`config.mk`:
```
export PLATFORM = sky130hd
export DESIGN_NAME = hsx_tx_stage
export DESIGN_NICKNAME = d
export VERILOG_FILES = /design/src/rtl/hsx_pkg.sv /design/src/rtl/hsx_ctrl.sv /design/src/rtl/hsx_word_reg.sv /design/src/rtl/hsx_done_reg.sv /design/src/rtl/hsx_tx_stage.sv
export SDC_FILE = /design/constraint.sdc
export NUM_CORES = 1
export LEC_CHECK = 0
export BUFFER_PORTS_ARGS = -buffer_cell sky130_fd_sc_hd__buf_4
export CORE_ASPECT_RATIO = 0.75
export CORE_MARGIN = 2
export CORE_UTILIZATION = 50
export CTS_CLUSTER_SIZE = 40
export DETAILED_ROUTE_END_ITERATION = 8
export PLACE_DENSITY_LB_ADDON = 0.12
export SYNTH_ARGS = -nofsm -noshare
export SYNTH_HDL_FRONTEND = slang
export SYNTH_SLANG_ARGS = --single-unit
```
`constraint.sdc`:
```
create_clock -name clk -period 3.3 [get_ports clk]
set_input_delay 0.495 -clock clk [delete_from_list [all_inputs] [get_ports clk]]
set_output_delay 0.495 -clock clk [all_outputs]
set_load 0.02 [all_outputs]
```
`src/rtl/hsx_pkg.sv`:
```
package hsx_pkg;

    // Default width of one transferred word.
    localparam int unsigned HSX_WORD_W = 64;

    // Controller states: one bit, waiting = 0, sending = 1.
    typedef enum logic {
        HSX_WAIT = 1'b0,
        HSX_SEND = 1'b1
    } hsx_state_e;

    // Decision made in one cycle by the controller.
    typedef struct packed {
        hsx_state_e next_state;
        logic       load;
    } hsx_step_t;

    // Next-state and load strobe for a given state and handshake pair.
    function automatic hsx_step_t hsx_step(input hsx_state_e cur,
                                           input logic valid_i,
                                           input logic ready_i);
        hsx_step_t s;
        s.load       = 1'b0;
        s.next_state = HSX_WAIT;
        unique case (cur)
            HSX_WAIT: begin
                if (valid_i && ready_i) begin
                    s.load       = 1'b1;
                    s.next_state = HSX_SEND;
                end
            end
            HSX_SEND: begin
                s.next_state = HSX_WAIT;
            end
            default: begin
                s.next_state = HSX_WAIT;
            end
        endcase
        return s;
    endfunction

endpackage

```
`src/rtl/hsx_ctrl.sv`:
```
module hsx_ctrl
    import hsx_pkg::*;
(
    input  logic       clk,
    input  logic       rst,
    input  logic       valid,
    input  logic       ready,
    output hsx_state_e state,
    output logic       load
);

    hsx_state_e state_q;
    hsx_step_t  step;

    always_comb begin
        step = hsx_step(state_q, valid, ready);
    end

    always_ff @(posedge clk) begin
        if (rst) begin
            state_q <= HSX_WAIT;
        end else begin
            state_q <= step.next_state;
        end
    end

    assign state = state_q;
    assign load  = step.load;

endmodule

```
`src/rtl/hsx_word_reg.sv`:
```
module hsx_word_reg #(
    parameter int unsigned WORD_W = hsx_pkg::HSX_WORD_W
) (
    input  logic              clk,
    input  logic              rst,
    input  logic              load,
    input  logic [WORD_W-1:0] word_in,
    output logic [WORD_W-1:0] word_out
);

    logic [WORD_W-1:0] word_q;

    always_ff @(posedge clk) begin
        if (rst) begin
            word_q <= '0;
        end else if (load) begin
            word_q <= word_in;
        end
    end

    assign word_out = word_q;

endmodule

```
`src/rtl/hsx_done_reg.sv`:
```
module hsx_done_reg (
    input  logic clk,
    input  logic rst,
    input  logic load,
    output logic done
);

    logic sel_bit;
    logic done_q;

    // Select stage: strobe picks a one, otherwise a zero.
    always_comb begin
        sel_bit = load ? 1'b1 : 1'b0;
    end

    // Delay stage: lines the flag up with the registered word.
    always_ff @(posedge clk) begin
        if (rst) begin
            done_q <= 1'b0;
        end else begin
            done_q <= sel_bit;
        end
    end

    assign done = done_q;

endmodule

```
`src/rtl/hsx_tx_stage.sv`:
```
module hsx_tx_stage
    import hsx_pkg::*;
#(
    parameter int unsigned WORD_W = HSX_WORD_W
) (
    input  logic              clk,
    input  logic              rst,
    input  logic              valid,
    input  logic              ready,
    input  logic [WORD_W-1:0] data_in,
    output logic [WORD_W-1:0] data_out,
    output logic              tx_done,
    output logic              state_o
);

    hsx_state_e ctrl_state;
    logic       load_strobe;

    hsx_ctrl u_ctrl (
        .clk   (clk),
        .rst   (rst),
        .valid (valid),
        .ready (ready),
        .state (ctrl_state),
        .load  (load_strobe)
    );

    hsx_word_reg #(
        .WORD_W (WORD_W)
    ) u_word (
        .clk      (clk),
        .rst      (rst),
        .load     (load_strobe),
        .word_in  (data_in),
        .word_out (data_out)
    );

    hsx_done_reg u_done (
        .clk  (clk),
        .rst  (rst),
        .load (load_strobe),
        .done (tx_done)
    );

    assign state_o = ctrl_state;

endmodule

```
Yosys cells after proc, flatten, opt, wreduce, memory -nomap -nowiden. Index checks and enable logic that the tools add are counted.

Flip-flop bits (word level): 66. Bits of input ports: 68. Output and inout port bits: 66. Word-level logic and storage cells: 9.

Muxes and demuxes: 4. Bitwise operators: 1. Reduce and logical (&&, ||, !) cells: 1.

Operator list (count): 1-bit two-way mux (2); 2-bit two-way mux (1); 1-bit case mux with 2 select lines (1); 1-bit logical AND (1); 1-bit NOT (1).

Longest topological paths before layout.
Depth in word-level cells: 4. Gate-level depth with buffers: 5. Gate-level depth less buffers: 2.

Modules after synthesis. A second synthesis with hierarchy kept.

Cells, all modules: 211. Area total of the unflattened synthesis: 2366.0 µm².

By module, submodules not included: hsx_word_reg (instances 1, cells each 206, area each 2290.9 µm², sequential area each 1281.2 µm²); hsx_ctrl (instances 1, cells each 3, area each 41.3 µm², sequential area each 20.0 µm²); hsx_done_reg (instances 1, cells each 2, area each 33.8 µm², sequential area each 20.0 µm²).

Least setup slack after synthesis. OpenSTA, ideal clock, no wires.

Path type: input to register. Start point: input port valid. End point: register u_word.word_q[19] (netlist: u_word.word_out[19]). Library setup time: 0.072 ns. Arrival time: 1.209 ns. Data required time: 3.228 ns. Slack: 2.019 ns. Cell stages on the path: 5. Buffers on the path: 3. Path through: and3b_1 buf_2 buf_6 buf_6 mux2i_1.

Cells in the longest elaborated chain, start to end: 3.

RTL lines: start, declared (line hsx_tx_stage.sv:8) `input logic valid,`; 1-bit logical AND (line hsx_pkg.sv:27) `if (valid_i && ready_i) begin`; 2-bit two-way mux (line hsx_pkg.sv:27); 1-bit two-way mux (line hsx_pkg.sv:25) `unique case (cur)`; end signal, assigned (line hsx_word_reg.sv:17) `word_q <= word_in;`; end, declared (line hsx_word_reg.sv:11) `logic [WORD_W-1:0] word_q;`.

No other way between the ends. A chain may end at the register's enable or synchronous reset.

Worst setup path in the final report.
Start point: register u_ctrl.state_q (netlist: u_ctrl.state). End point: register u_word.word_q[48] (netlist: u_word.word_out[48]).

Cells in the longest elaborated chain, start to end: 1.

RTL lines: start, declared (line hsx_ctrl.sv:12) `hsx_state_e state_q;`; start signal, assigned (line hsx_ctrl.sv:23) `state_q <= step.next_state;`; 1-bit two-way mux (line hsx_pkg.sv:25).

No other way between the ends.

==> flow_metrics.tcl <==
set metrics [dict create \
    yosys_warnings 0 \
    dr.pass1.iters 4 \
    met1_usage_pct 23.61 \
    rsz0062_at_grt "false" \
    grt_usage_pct 19.26 \
    ys_seq_area_share_pct 45.34 \
    skew_ns 0.005173 \
    dieArea_um2 6461 \
    min_path_type "input pin to flip-flop" \
    drv_slew 0 \
    netlist_area_um2 2914 \
    die_w_um 92.15 \
    cts_buffer_depth 2 \
    vias 2264 \
    post_cts_buffers 0 \
    synthesis.nets 351 \
    rows 24 \
    multiInputGateArea_um2 1466 \
    fin_nets 474 \
    area_growth_pct 40.32 \
    grt_pass1_wl_mm 9.777 \
    drive_gt1_share_pct 36.10 \
    synth-seq-cells 66 \
    hpwl_mm 4.276 \
    antenna_found_initial 0 \
    clk_latency_ns 0.33 \
    routedWlPerCell_um 12.58 \
    fin_crit_ns 1.744 \
    hold_viol_final 0 \
    avgSynthCellArea_um2 10.30 \
    crit_type "flip-flop to flip-flop" \
    drc_errors 0 \
    finalNonFillerCells 488 \
    cts_hold_buffers 0 \
    cp.arrival_ns 2.00 \
    start_util_pct 51.07 \
    fp.dieH_um 70.12 \
    period_share_pct 52.86 \
    use_met3_pct 10.57 \
    wirelength_mm 6.140 \
    p_leak_nw 1.803 \
    first_global_vias 2153 \
    drtIter0Drc 67 \
    yosysUniqueCellTypes 9 \
    worst-path-max-fanout 35 \
    p_total_mw 1.816 \
    place_inst 473 \
    grt-ovfl-total 0 \
    io_pins 134 \
    cp.required_ns 3.55 \
    relSlewSlack_pct 45.55 \
    vdd_ir_drop_max_mv 0.3557 \
    diodes 0 \
    power_density_nw_per_um2 444.1 \
    end_kind "flip-flop" \
    cts-resized-gates 0 \
    status "complete, no violations" \
    antenna_left 0 \
    max_freq_mhz 573.3 \
    clockRootBuffer "clkbuf_8" \
    grtUsageMet2_pct 29.17 \
    cts_htree_levels 3 \
    fin_tns_setup_ns 0 \
    viasPerCell 4.639 \
    tritoncts "done" \
    seq_area_um2 1321 \
    synth_cells 283 \
    busiest_layer "met2" \
    cts_sinks 66 \
    place.gp.congestion 0.7268 \
    cts_buffers 9 \
    cap_violations 0 \
    clk_pin_slew_worst_paths_ns 0.07 \
    tightest_slew_ns 0.8168 \
    n_fill_cell 458 \
    coreArea_um2 5705 \
    finalSetupViolations 0 \
    cp-start-kind "flip-flop" \
    io_buffers 133 \
    grt_start_max_net_pins 131 \
]
==> report_power, final <==
part / total [mW] / internal, mW / switching, mW
clock network: 0.650 / 0.364 / 0.287
registers: 0.860 / 0.838 / 0.0218
logic: 0.306 / 0.167 / 0.139
==> cells in the mapped netlist <==
| cell | number | share of area [%] |
|---|---|---|
| buf_6 | 5 | 1.9 |
| buf_2 | 2 | 0.34 |
| buf_4 | 2 | 0.52 |
| dfxtp_1 | 66 | 45 |
| mux2i_1 | 64 | 22 |
| clkbuf_1 | 13 | 1.7 |
| nor2b_1 | 2 | 0.43 |
| and3b_1 | 1 | 0.30 |
| nand2b_1 | 128 | 27 |
==> critical path, cell delays in order (launching register included) <==
cell	delay, ns
dfxtp_1	0.31
and3b_4	0.77
buf_12	0.32
mux2i_1	0.24
==> per-stage QoR <==
step	setup slack [ns]	hold WS (ns)	util (%)	instance area (µm²)
2_1_floorplan	2.019	0.5460	-	2914
3_3_place_gp	1.445	0.4588	68.42	3904
3_5_place_dp	1.375	0.4665	68.42	3904
4_1_cts	1.536	0.4075	71.67	4089
5_1_grt	1.469	0.4139	71.67	4089
6_report	1.556	0.4236	71.67	4089
==> routing by layer <==
| layer | up-vias | part of all wire (%) |
|---|---|---|
| li1 | 1151 | - |
| met1 | 1026 | 44 |
| met2 | 80 | 45 |
| met3 | 7 | 9.7 |
| met4 | 0 | 1.2 |
| met5 | - | 0 |
==> kinds of logic (layout without fill, tap and decap cells) <==
kind of cell,Yosys count,after routing,share of synthesized area (%)
and+or+nand+nor,131,131,28.21
DFF,66,66,45.34
buffers and inverters,22,149,4.465
muxes,64,64,21.98
==> state kept, by name, indices dropped and copies added, names as in the netlist <==
signal	flops
u_ctrl.state	1
u_done.done	1
u_word.word_out	64
==> final timing paths <==
kind | from | end | slack [ns] | cells after the start
worst max-delay path | u_ctrl.state | u_word.word_out[48] | 1.56 | 3
worst min-delay path | data_in[63] | u_word.word_out[63] | 0.42 | 3
worst max register to register | u_ctrl.state | u_word.word_out[48] | 1.56 | 3
worst min register to register | u_word.word_out[61] | u_word.word_out[61] | 0.47 | 2
==> final cells by class <==
type / count / area share (%)
clock buffer: 12 / 3.550
clock inverter: 3 / 0.9792
multi-input combinational: 195 / 35.86
sequential: 66 / 32.31
tap: 78 / 2.387
timing repair buffer: 134 / 24.91
==> placed cells by master, fill, tap and decap left out, drive strengths merged <==
cell	instances
dfxtp	66
and3b	1
clkbuf	12
mux2i	64
nor2b	2
clkinv	2
bufinv	1
buf	134
nand2b	128
Note: power is estimated with default switching activity, not from simulation.
